### config.mk
export PLATFORM = sky130hd
export DESIGN_NAME = prio_intc
export DESIGN_NICKNAME = d
export VERILOG_FILES = /design/src/rtl/prio_intc_pkg.sv /design/src/rtl/intc_edge_bank.sv /design/src/rtl/intc_prio_pick.sv /design/src/rtl/intc_resolver.sv /design/src/rtl/intc_regfile.sv /design/src/rtl/prio_intc.sv
export SDC_FILE = /design/constraint.sdc
export NUM_CORES = 1
export LEC_CHECK = 0
export BUFFER_PORTS_ARGS = -buffer_cell sky130_fd_sc_hd__buf_2
export CAP_MARGIN = 20
export CORE_MARGIN = 1
export CORE_UTILIZATION = 45
export CTS_CLUSTER_SIZE = 8
export DETAILED_ROUTE_END_ITERATION = 6
export GPL_TIMING_DRIVEN = 0
export PLACE_DENSITY = 0.68
export SYNTH_ARGS = -nofsm -noshare
export SYNTH_HDL_FRONTEND = slang
export SYNTH_SLANG_ARGS = --single-unit
### constraint.sdc
create_clock -name clk -period 4.8 [get_ports clk]
set_input_delay 0.96 -clock clk [delete_from_list [all_inputs] [get_ports clk]]
set_output_delay 0.96 -clock clk [all_outputs]
set_load 0.1 [all_outputs]
### src/rtl/prio_intc_pkg.sv
package prio_intc_pkg;
  localparam int BW   = 8;
  localparam int IW   = $clog2(BW);
  localparam int AW   = 6;
  localparam int IDW  = 5;

  localparam logic [1:0] BK_A = 2'd0;
  localparam logic [1:0] BK_B = 2'd1;
  localparam logic [1:0] BK_D = 2'd2;
  localparam logic [1:0] BK_F = 2'd3;

  localparam logic [3:0] OFS_STAT = 4'h0;
  localparam logic [3:0] OFS_REQ  = 4'h4;
  localparam logic [3:0] OFS_MASK = 4'h8;

  // Priority lists, highest priority in the most significant slot.
  localparam logic [BW*IW-1:0] ORDER_A = {3'd7, 3'd5, 3'd3, 3'd6, 3'd2, 3'd0, 3'd1, 3'd4};
  localparam logic [BW*IW-1:0] ORDER_B = {3'd2, 3'd3, 3'd5, 3'd7, 3'd6, 3'd0, 3'd1, 3'd4};
  localparam logic [BW*IW-1:0] ORDER_D = {3'd0, 3'd1, 3'd2, 3'd3, 3'd5, 3'd6, 3'd7, 3'd4};

  typedef struct packed {
    logic          hit;
    logic [IW-1:0] idx;
  } pick_t;
endpackage

### src/rtl/intc_edge_bank.sv
module intc_edge_bank
  import prio_intc_pkg::*;
#(
  parameter int W = BW
) (
  input  logic         clk,
  input  logic         rst_n,
  input  logic [W-1:0] src,
  input  logic         clr_we,
  input  logic [W-1:0] clr_bits,
  output logic [W-1:0] stat
);
  logic [W-1:0] prev_q, prev_d;
  logic [W-1:0] stat_q, stat_d;
  logic [W-1:0] rise;
  logic [W-1:0] clr_eff;

  always_comb begin
    rise    = src & ~prev_q;
    clr_eff = clr_we ? clr_bits : '0;
    stat_d  = (stat_q & ~clr_eff) | rise;   // a new edge beats a clear
    prev_d  = src;
  end

  always_ff @(posedge clk or negedge rst_n) begin
    if (!rst_n) begin
      prev_q <= '0;
      stat_q <= '0;
    end else begin
      prev_q <= prev_d;
      stat_q <= stat_d;
    end
  end

  assign stat = stat_q;
endmodule

### src/rtl/intc_prio_pick.sv
module intc_prio_pick
  import prio_intc_pkg::*;
#(
  parameter int               W     = BW,
  parameter logic [W*IW-1:0]  ORDER = ORDER_A
) (
  input  logic [W-1:0] req,
  output pick_t        pick
);
  always_comb begin
    pick.hit = |req;
    pick.idx = '0;
    // Walk from the lowest-priority slot upward; the last match wins.
    for (int k = 0; k < W; k++) begin
      if (req[ORDER[k*IW +: IW]]) pick.idx = ORDER[k*IW +: IW];
    end
  end
endmodule

### src/rtl/intc_resolver.sv
module intc_resolver
  import prio_intc_pkg::*;
(
  input  logic [BW-1:0]  req_a,
  input  logic [BW-1:0]  req_b,
  input  logic [BW-1:0]  req_d,
  output logic           valid,
  output logic [IDW-1:0] id
);
  pick_t pk [3];
  logic [BW*IW-1:0] orders [3];
  logic [BW-1:0]    reqs   [3];

  assign reqs[0] = req_b;
  assign reqs[1] = req_d;
  assign reqs[2] = req_a;

  genvar g;
  generate
    for (g = 0; g < 3; g++) begin : g_pick
      localparam logic [BW*IW-1:0] ORD = (g == 0) ? ORDER_B : (g == 1) ? ORDER_D : ORDER_A;
      intc_prio_pick #(.W(BW), .ORDER(ORD)) u_pick (
        .req  (reqs[g]),
        .pick (pk[g])
      );
      assign orders[g] = ORD;
    end
  endgenerate

  always_comb begin
    valid = 1'b0;
    id    = '0;
    if (pk[0].hit) begin
      valid = 1'b1;
      id    = {2'b01, pk[0].idx};
    end else if (pk[1].hit) begin
      valid = 1'b1;
      id    = {2'b10, pk[1].idx};
    end else if (pk[2].hit) begin
      valid = 1'b1;
      id    = {2'b00, pk[2].idx};
    end
  end

  logic unused_ord;
  assign unused_ord = ^{orders[0], orders[1], orders[2]};
endmodule

### src/rtl/intc_regfile.sv
module intc_regfile
  import prio_intc_pkg::*;
(
  input  logic          clk,
  input  logic          rst_n,
  input  logic [AW-1:0] addr,
  input  logic          we,
  input  logic [BW-1:0] wdata,
  input  logic [BW-1:0] stat_a,
  input  logic [BW-1:0] stat_b,
  input  logic [BW-1:0] stat_d,
  input  logic [BW-1:0] stat_f,
  output logic [BW-1:0] mask_a,
  output logic [BW-1:0] mask_b,
  output logic [BW-1:0] mask_d,
  output logic [BW-1:0] mask_f,
  output logic          clr_a_we,
  output logic [BW-1:0] rdata
);
  logic [1:0]          bank;
  logic [3:0]          ofs;
  logic [3:0][BW-1:0]  mask_q;
  logic [3:0][BW-1:0]  mask_d_n;
  logic [3:0][BW-1:0]  stat_v;

  assign bank   = addr[5:4];
  assign ofs    = addr[3:0];
  assign stat_v = {stat_f, stat_d, stat_b, stat_a};

  genvar g;
  generate
    for (g = 0; g < 4; g++) begin : g_mask
      logic en;
      assign en = we && (ofs == OFS_MASK) && (bank == 2'(g));
      always_comb mask_d_n[g] = en ? wdata : mask_q[g];
      always_ff @(posedge clk or negedge rst_n) begin
        if (!rst_n) mask_q[g] <= '0;
        else        mask_q[g] <= mask_d_n[g];
      end
    end
  endgenerate

  assign mask_a   = mask_q[BK_A];
  assign mask_b   = mask_q[BK_B];
  assign mask_d   = mask_q[BK_D];
  assign mask_f   = mask_q[BK_F];
  assign clr_a_we = we && (bank == BK_A) && (ofs == OFS_REQ);

  always_comb begin
    case (ofs)
      OFS_STAT: rdata = stat_v[bank];
      OFS_REQ:  rdata = stat_v[bank] & mask_q[bank];
      OFS_MASK: rdata = mask_q[bank];
      default:  rdata = '0;
    endcase
  end
endmodule

### src/rtl/prio_intc.sv
module prio_intc
  import prio_intc_pkg::*;
#(
  parameter int DMA_SRCS = 6
) (
  input  logic                clk,
  input  logic                rst_n,
  input  logic [BW-1:0]       src_a,
  input  logic [BW-1:0]       src_b,
  input  logic [DMA_SRCS-1:0] src_dma,
  input  logic [BW-1:0]       src_fiq,
  input  logic [AW-1:0]       bus_addr,
  input  logic                bus_we,
  input  logic [BW-1:0]       bus_wdata,
  output logic [BW-1:0]       bus_rdata,
  output logic                irq_o,
  output logic [IDW-1:0]      irq_id,
  output logic                fiq_o
);
  logic [BW-1:0] stat_a, stat_d;
  logic [BW-1:0] mask_a, mask_b, mask_d, mask_f;
  logic          clr_a_we;

  assign stat_d = {{(BW-DMA_SRCS){1'b0}}, src_dma};

  intc_edge_bank #(.W(BW)) u_bank_a (
    .clk      (clk),
    .rst_n    (rst_n),
    .src      (src_a),
    .clr_we   (clr_a_we),
    .clr_bits (bus_wdata),
    .stat     (stat_a)
  );

  intc_regfile u_regs (
    .clk      (clk),
    .rst_n    (rst_n),
    .addr     (bus_addr),
    .we       (bus_we),
    .wdata    (bus_wdata),
    .stat_a   (stat_a),
    .stat_b   (src_b),
    .stat_d   (stat_d),
    .stat_f   (src_fiq),
    .mask_a   (mask_a),
    .mask_b   (mask_b),
    .mask_d   (mask_d),
    .mask_f   (mask_f),
    .clr_a_we (clr_a_we),
    .rdata    (bus_rdata)
  );

  intc_resolver u_res (
    .req_a (stat_a & mask_a),
    .req_b (src_b & mask_b),
    .req_d (stat_d & mask_d),
    .valid (irq_o),
    .id    (irq_id)
  );

  assign fiq_o = |(src_fiq & mask_f);
endmodule

* Word level (Yosys, flattened, before mapping)
Cells that the tools add are included.
** Cells by class
- $lt $le $gt $ge :: 1
- Equality and inequality tests :: 5
- Mux-type cells :: 36
- Bitwise logic cells :: 10
- Reductions and logical operators :: 13
** Operators with widths (number)
- 3-bit 2-to-1 mux :: 25
- 8-bit AND :: 6
- 8-bit binary-select mux with 2-bit select :: 2
- 8-bit OR reduction :: 4
- 8-bit 2-to-1 mux :: 3
- 8-bit one-hot mux with 3 select lines :: 1
- 8-bit NOT :: 2
- 5-bit 2-to-1 mux :: 2
- 6-bit by 8-bit AND with 8-bit output :: 1
- 8-bit OR :: 1
- 1-bit logical AND :: 7
- 2-bit == test, second input constant :: 2
- 4-bit by 3-bit == test with 1-bit output, second input constant :: 1
- 4-bit == test, second input constant :: 1
- 4-bit logical NOT :: 1
- 2-bit by 3-bit less-than comparator with 1-bit output, second input constant :: 1
- 1-bit 2-to-1 mux :: 3
- 2-bit by 1-bit == test with 1-bit output, second input constant :: 1
- 2-bit logical NOT :: 1
** Storage, ports and cells
- Register bits after elaboration :: 48
- Input bits :: 47
- Output and inout port bits :: 15
- Logic and storage cells :: 71

* Logic depth before layout (Yosys ltp)
Gate-level depths: netlist (run 1).
- Word-level depth :: 12
- Gate-level depth with buffers :: 7
- Depth with buffers taken out :: 4

* Hierarchy
From an unflattened synthesis (run 1), not the netlist that was laid out.
** Second synthesis, totals
- Cell total of the unflattened synthesis :: 262
- Area, all modules :: 2856.5 µm²
** By module, submodules not included
- intc_regfile :: times used 1, cells an instance 144, area each 1834.3 µm², sequential area each 800.8 µm²
- intc_edge_bank :: times used 1, cells an instance 41, area each 544.3 µm², sequential area each 400.4 µm²
- prio_intc :: times used 1, cells an instance 28, area each 177.7 µm², sequential area each 0.0 µm²
- intc_resolver :: times used 1, cells an instance 14, area each 85.1 µm², sequential area each 0.0 µm²
- intc_prio_pick (u_res.g_pick[1].u_pick) :: times used 1, cells an instance 12, area each 77.6 µm², sequential area each 0.0 µm²
- intc_prio_pick (u_res.g_pick[2].u_pick) :: times used 1, cells an instance 12, area each 75.1 µm², sequential area each 0.0 µm²
- intc_prio_pick (u_res.g_pick[0].u_pick) :: times used 1, cells an instance 11, area each 62.6 µm², sequential area each 0.0 µm²

* Worst setup path before layout (run 1)
OpenSTA, ideal clock, no wires.
- Path kind :: input to output
- Start point :: in src_b[5]
- End point :: out irq_id[1]
- Arrival time :: 4.485 ns
- Required time :: 3.840 ns
- Slack :: -0.645 ns
- Stages on the path :: 4
- Buffers on the path :: 0
- Cell sequence :: a222oi_1 > and4_1 > inv_1 > o311ai_1
** On the way
- Cells in the longest elaborated chain, start to end :: 5
- Elaborated cells on any way between the ends :: 6
- Those cells by class :: 4 x mux; 1 x bitwise; 1 x reduce/logical
** Ends and longest elaborated chain
- start: declaration :: line prio_intc.sv:9 : input logic [BW-1:0] src_b,
- 8-bit AND * :: line prio_intc.sv:55 : .req_b (src_b & mask_b),
- 3-bit 2-to-1 mux (3 in series) :: line intc_prio_pick.sv:15 : if (req[ORDER[k*IW +: IW]]) pick.idx = ORDER[k*IW +: IW];
- 5-bit 2-to-1 mux * :: line intc_resolver.sv:33 : if (pk[0].hit) begin
- end: declaration :: line prio_intc.sv:17 : output logic [IDW-1:0] irq_id,
Every way passes the cells marked *; elsewhere a longest branch is shown, timed or not.

* Final worst setup path (run 1)
Same ends and word-level chain as after synthesis.

==> impl_metrics.env, run 1 <==
export IMPL_grt_pass1_vias=2373
export IMPL_clock_sinks=48
export IMPL_sw_frac_of_total=0.387
export IMPL_die_x_um=82.6
export IMPL_yosysSeqAreaShare=0.411
export IMPL_finalWirelength_mm=8.05
export IMPL_p_seq_frac=0.399
export IMPL_critical_path_peak_fanout=5
export IMPL_cpPeakStageDelay_ps=470
export IMPL_fin_area_um2=3460
export IMPL_final_antenna_net_count=0
export IMPL_cts_buffers=5
export IMPL_cts_hold_buf=0
export IMPL_grt_usage=0.262
export IMPL_min_path_type="in -> async"
export IMPL_clk_latency_ps=300
export IMPL_pwr_density_cell_nw_per_um2=357
export IMPL_synth_edf_count=0
export IMPL_drv_cap=0
export IMPL_fin_hold_ws_ps=531
export IMPL_dpl_hpwl_mm=6.10
export IMPL_drcViolationCount=0
export IMPL_share_comb_of_total_power=0.350
export IMPL_num_rows=29
export IMPL_p_int_mw=0.757
export IMPL_avgViaCountPerCell=6.05
export IMPL_n_fill_cell=586
export IMPL_synth_cells=258
export IMPL_async_flop_share=1.00
export IMPL_cts_tree="done"
export IMPL_critPathRequiredTime_ps=3840
export IMPL_yosys_warnings=0
export IMPL_r2r_setup_slack_ps=3940
export IMPL_port_buffer_count=58
export IMPL_met1_usage=0.344
export IMPL_clkTransAtPathRegs_ps=90
export IMPL_rr_worst_depth=1
export IMPL_antenna_found_initial=0
export IMPL_dr_pass1_iters=5
export IMPL_gr_total_overflow=0
export IMPL_avgSynthCellArea_um2=11.3
export IMPL_power_switching_mw=0.477
export IMPL_layout_nets=371
export IMPL_worst_pin_slew_ps=635
export IMPL_core_area_um2=6310
export IMPL_synthFlopType="dfrtp_1"
export IMPL_grt_setup_unrepaired="no"
export IMPL_syn_nets=305
export IMPL_fin_util=0.548
export IMPL_setup_viol_count_final=0
export IMPL_grt_busiest_layer="met2"
export IMPL_grt_use_met3=0.0648
export IMPL_power_leakage_nw=1.62
export IMPL_yosys_area_top_type="dfrtp_1"
export IMPL_n_antenna_cell=0
export IMPL_reg2reg_to="u_regs.mask_b[7]"
export IMPL_start_kind="input pin"
export IMPL_area_growth_pct=18.3
export IMPL_endpoint_kind="output pin"
export IMPL_vias=2434
export IMPL_cts_root_buf="clkbuf_8"
export IMPL_netlist_area_um2=2930
export IMPL_yosysTopAreaCellShare=0.411
export IMPL_die_y_um=82.6
export IMPL_cp_depth=6
export IMPL_synth_distinct_cells=43
export IMPL_wl_per_cell_um=20.0
export IMPL_postCtsSetupBuffers=0
export IMPL_synthTopCellsByArea="dfrtp_1, mux2_2, mux4_2"
export IMPL_cp_arrival_ps=2760
export IMPL_ys_seq_elements=48
export IMPL_finalHoldViolations=0
export IMPL_drt_iter0_markers=213
export IMPL_peakVddDrop_mv=0.356
export IMPL_path_delay_family="buffers and inverters"
export IMPL_cpMostUsedCell="buf_2"
export IMPL_worst_path_buf_inv=3
export IMPL_fmax_mhz=269
export IMPL_crit_path_top_delay_cell="buf_2"
export IMPL_globalRouteMet2Util=0.411
export IMPL_critical_path_class="in -> out"
export IMPL_final_layout_size_suffix_gt1_frac=0.397
export IMPL_finalSetupTns_ps=0
export IMPL_cts_resized=0
export IMPL_timing_final_crit_share=0.776
export IMPL_skew_ps=4.78
export IMPL_dpl_cell_area_um2=3320
export IMPL_pin_count=62
export IMPL_power_mw=1.23
export IMPL_cts_buffer_depth=2
export IMPL_start_util=0.463
export IMPL_htreeDepth=2
export IMPL_grt_first_pass_wirelength_mm=12.8
export IMPL_grt_max_degree=49
export IMPL_gp_congestion=0.933
export IMPL_max_slew_margin=0.574
export IMPL_dieArea_um2=6830
export IMPL_regToRegStartpoint="u_regs.mask_b[7]"
export IMPL_slew_viol_final=0
export IMPL_p_clk_frac=0.251
export IMPL_fin_crit_ps=3720
export IMPL_path_cells="buf_2, a222oi_1, and4_1, inv_1, o311ai_2, buf_2"
export IMPL_status="completed"
registers in the layout, indices dropped and copies added (netlist names):
register,count
u_regs.mask_d,8
u_bank_a.prev_q,8
u_regs.mask_a,8
u_regs.mask_f,8
u_bank_a.stat,8
u_regs.mask_b,8
worst max-delay path by stage:
stage	slack, ps	to	from
CTS	1080	irq_id[1]	src_b[5]
global placement	1110	irq_id[1]	src_b[5]
global route	980	irq_id[1]	src_b[5]
detailed placement	1090	irq_id[1]	src_b[5]
floorplan	30	bus_rdata[7]	bus_addr[4]
finish	1080	irq_id[1]	src_b[5]
power by group through the flow:
stage / sequential [mW] / clock (mW) / combinational [mW]
6_report: 0.492 / 0.309 / 0.432
5_1_grt: 0.498 / 0.331 / 0.461
4_1_cts: 0.491 / 0.315 / 0.430
3_5_place_dp: 0.500 / 0 / 0.429
3_3_place_gp: 0.498 / 0 / 0.425
2_1_floorplan: 0.479 / 0 / 0.351
cells by family (layout without fill, tap and decap cells):
kind of cell,count (synthesis),after routing,synth area share
and+or+nand+nor,87,87,0.187
DFF,48,48,0.411
muxes,43,43,0.207
AOI/OAI and AO/OA,58,58,0.155
buffers and inverters,22,89,0.0402
layout by cell type, fill, tap and decap left out, types with 4 or more instances in the layout:
master	Yosys	routed
a22o_1	12	12
a22oi_1	10	10
a311oi_1	4	4
a31oi_1	4	4
buf_2	5	63
clkbuf_8	1	7
dfrtp_1	48	48
inv_1	10	10
mux2_2	29	29
mux2_4	5	5
mux4_2	9	9
nand2_1	32	32
nand2b_1	13	13
nand3_1	5	5
nor2b_1	12	12
nor3b_1	4	4
o21ai_1	0	4
o221ai_1	4	4
cell usage after synthesis (3+ instances only):
cell      number
a222oi_1       3
nand3b_1       3
nor2_1         3
mux4_2         9
mux2_2        29
nor2b_1       12
nand4_1        3
dfrtp_1       48
o221ai_1       4
nand3_1        5
buf_2          5
a311oi_1       4
mux2_4         5
nand2b_1      13
nor3b_1        4
nand2_1       32
a22o_1        12
o21ai_0        7
inv_1         10
a21oi_1        3
a22oi_1       10
a31oi_1        4
through the flow:
step                      setup slack [ps]  std cells
after global placement                1110        393
after global routing                   977        402
final                                 1080        402
after floorplan                       32.1        258
after detailed placement              1090        393
after CTS                             1080        401
metal layers:
layer,up-vias,share of wire
met4,0,0.029
met1,1189,0.44
met5,-,0
li1,1120,-
met2,105,0.46
met3,20,0.070
final cells by class:
class,count,area (um^2),area share
Multi-Input combinational cell,188,1610,0.466
Timing Repair Buffer,59,310,0.0897
Inverter,10,37.5,0.0108
Clock inverter,2,38.8,0.0112
Buffer,12,80.1,0.0231
Clock buffer,6,82.6,0.0239
Sequential cell,48,1200,0.347
Tap cell,77,96.3,0.0278
No activity file was read; power rests on OpenSTA's default activity.
==> run 2, diff against run 1 <==
ABC_AREA = 1   (was unset)
PLACE_DENSITY = 0.69   (was 0.68)
clock period = 3.5 ns   (was 4.8 ns; I/O delays follow)
==> run 2 against run 1 <==
Net effect: synthesized cell count increased by 46%; count of clock-buffer cells in the layout unchanged; total power increased by 33%; largest cell class unchanged.
==> impl_metrics.env, run 2 <==
export IMPL_clock_sinks=48
export IMPL_dr_pass1_iters=5
export IMPL_yosys_area_top_type="dfrtp_1"
export IMPL_drt_iter0_markers=249
export IMPL_worst_pin_slew_ps=486
export IMPL_ys_seq_elements=48
export IMPL_die_y_um=78.7
export IMPL_worst_path_buf_inv=3
export IMPL_peakVddDrop_mv=0.376
export IMPL_dpl_cell_area_um2=3050
export IMPL_pwr_density_cell_nw_per_um2=516
export IMPL_drcViolationCount=0
export IMPL_synth_edf_count=0
export IMPL_gp_congestion=0.919
export IMPL_clkTransAtPathRegs_ps=90
export IMPL_yosys_warnings=0
export IMPL_dieArea_um2=6190
export IMPL_critical_path_class="in -> out"
export IMPL_fmax_mhz=330
export IMPL_finalHoldViolations=0
export IMPL_cts_resized=0
export IMPL_cts_buffers=5
export IMPL_core_area_um2=5570
export IMPL_final_cell_mix="nand2_1, buf_2, o21ai_0"
export IMPL_clk_latency_ps=300
export IMPL_skew_ps=1.96
export IMPL_timing_final_crit_share=0.865
export IMPL_layout_setup_ws_ps=473
export IMPL_mostFrequentLayoutCell="nand2_1"
export IMPL_avgViaCountPerCell=5.18
export IMPL_dp_cells=509
export IMPL_cts_tree="done"
export IMPL_slew_viol_final=0
export IMPL_final_layout_size_suffix_gt1_frac=0.184
export IMPL_postCtsSetupBuffers=0
export IMPL_fin_area_um2=3190
export IMPL_pin_count=62
export IMPL_yosysSeqAreaShare=0.454
export IMPL_yosysTopAreaCellShare=0.454
export IMPL_synth_cells=376
export IMPL_gr_total_overflow=0
export IMPL_cts_root_buf="clkbuf_8"
export IMPL_avgSynthCellArea_um2=7.04
export IMPL_path_delay_family="buffers and inverters"
export IMPL_power_mw=1.65
export IMPL_synthTopCellsByArea="dfrtp_1, nand2_1, o21ai_0"
export IMPL_power_leakage_nw=1.72
export IMPL_layout_nets=492
export IMPL_wl_per_cell_um=14.5
export IMPL_cts_hold_buf=0
export IMPL_vias=2683
export IMPL_start_util=0.475
export IMPL_final_cells=518
export IMPL_register_area_um2=1200
export IMPL_finalWirelength_mm=7.50
export IMPL_port_buffer_count=61
export IMPL_netlist_area_um2=2650
export IMPL_min_path_type="in -> async"
export IMPL_dp_slack_ps=510
export IMPL_cpPeakStageDelay_ps=440
export IMPL_n_fill_cell=554
export IMPL_fin_util=0.572
export IMPL_multi_input_area_um2=1230
export IMPL_status="completed"
export IMPL_setup_viol_count_final=0
export IMPL_syn_nets=423
export IMPL_cp_arrival_ps=2330
export IMPL_final_antenna_net_count=0
export IMPL_async_flop_share=1.00
export IMPL_die_x_um=78.7
export IMPL_synth_common_cells="nand2_1, o21ai_0, dfrtp_1, inv_1, nor2_1"
export IMPL_max_slew_margin=0.678
export IMPL_cpMostUsedCell="buf_2"
export IMPL_crit_path_top_delay_cell="buf_2"
export IMPL_critPathRequiredTime_ps=2800
export IMPL_synth_distinct_cells=18
export IMPL_n_antenna_cell=0
export IMPL_critical_path_peak_fanout=10
export IMPL_endpoint_kind="output pin"
export IMPL_grt_setup_unrepaired="no"
export IMPL_fin_crit_ps=3030
export IMPL_yosysMostFrequentCell="nand2_1"
export IMPL_path_cells="buf_2, nor2_2, buf_2, nand2_1, o21ai_0, o21ai_0, nor2_1, buf_2"
export IMPL_area_growth_pct=20.5
export IMPL_start_kind="input pin"
export IMPL_antenna_found_initial=0
export IMPL_dpl_hpwl_mm=5.93
export IMPL_grt_usage=0.262
export IMPL_synthFlopType="dfrtp_1"
export IMPL_grt_max_degree=49
export IMPL_fin_hold_ws_ps=340
export IMPL_drv_cap=0
export IMPL_finalSetupTns_ps=0
export IMPL_grt_pass1_vias=2559
export IMPL_cts_buffer_depth=2
export IMPL_htreeDepth=2
export IMPL_grt_first_pass_wirelength_mm=12.2
export IMPL_num_rows=27
## run 2: cell count changes after synthesis, moves of 12 or more
| cell | previous run | this run |
|---|---|---|
| mux2_2 | 29 | 0 |
| nor2b_1 | 12 | 0 |
| inv_1 | 10 | 43 |
| nand2_1 | 32 | 152 |
| nand2b_1 | 13 | 0 |
| o21ai_0 | 7 | 60 |
| a22o_1 | 12 | 0 |
| nor2_1 | 3 | 28 |
## run 2: layout make-up
cell class              instances  share of cell area
plain buffers                   7              0.0188
clock buffers                   6              0.0259
clock inverters                 2              0.0122
inverters                      44              0.0518
multi-input cells             277               0.384
flip-flops and latches         48               0.377
well taps                      72              0.0282
repair buffers                 62               0.102
## run 2: logic make-up (layout without fill, tap and decap cells)
group,Yosys count,in the layout,synth area share
buf+inv,51,121,0.0851
flops,48,48,0.454
compound gates,80,80,0.163
simple gates,197,197,0.299
## run 2: routing by layer
metal	track usage	share of wire	up-vias
met5	0	0	-
met4	0.0981	0.018	0
met3	0.0379	0.053	13
met2	0.430	0.48	95
met1	0.353	0.45	1237
li1	-	-	1338
## run 2: worst reg2reg max path: stages (launching register included)
cell and delay (ps):
dfrtp_1 430, o21ai_0 90, o21ai_0 100
## run 2: worst paths after layout
kind | slack (ps) | from | cells after the start | to
min reg2reg | 420 | u_bank_a.prev_q[2] | 1 | u_bank_a.stat[2]
min in group clk | 420 | u_bank_a.prev_q[2] | 1 | u_bank_a.stat[2]
min | 340 | rst_n | 1 | u_regs.mask_f[7]
max reg2reg | 2760 | u_bank_a.stat[1] | 2 | u_bank_a.stat[1]
max in group asynchronous | 2640 | rst_n | 2 | u_regs.mask_a[4]
max | 470 | bus_addr[4] | 8 | bus_rdata[6]
## run 2: power by group
part	internal (mW)	total, mW	switching [mW]
Combinational	0.133	0.572	0.440
Clock	0.234	0.427	0.193
Sequential	0.608	0.647	0.0391
Total	0.974	1.65	0.672
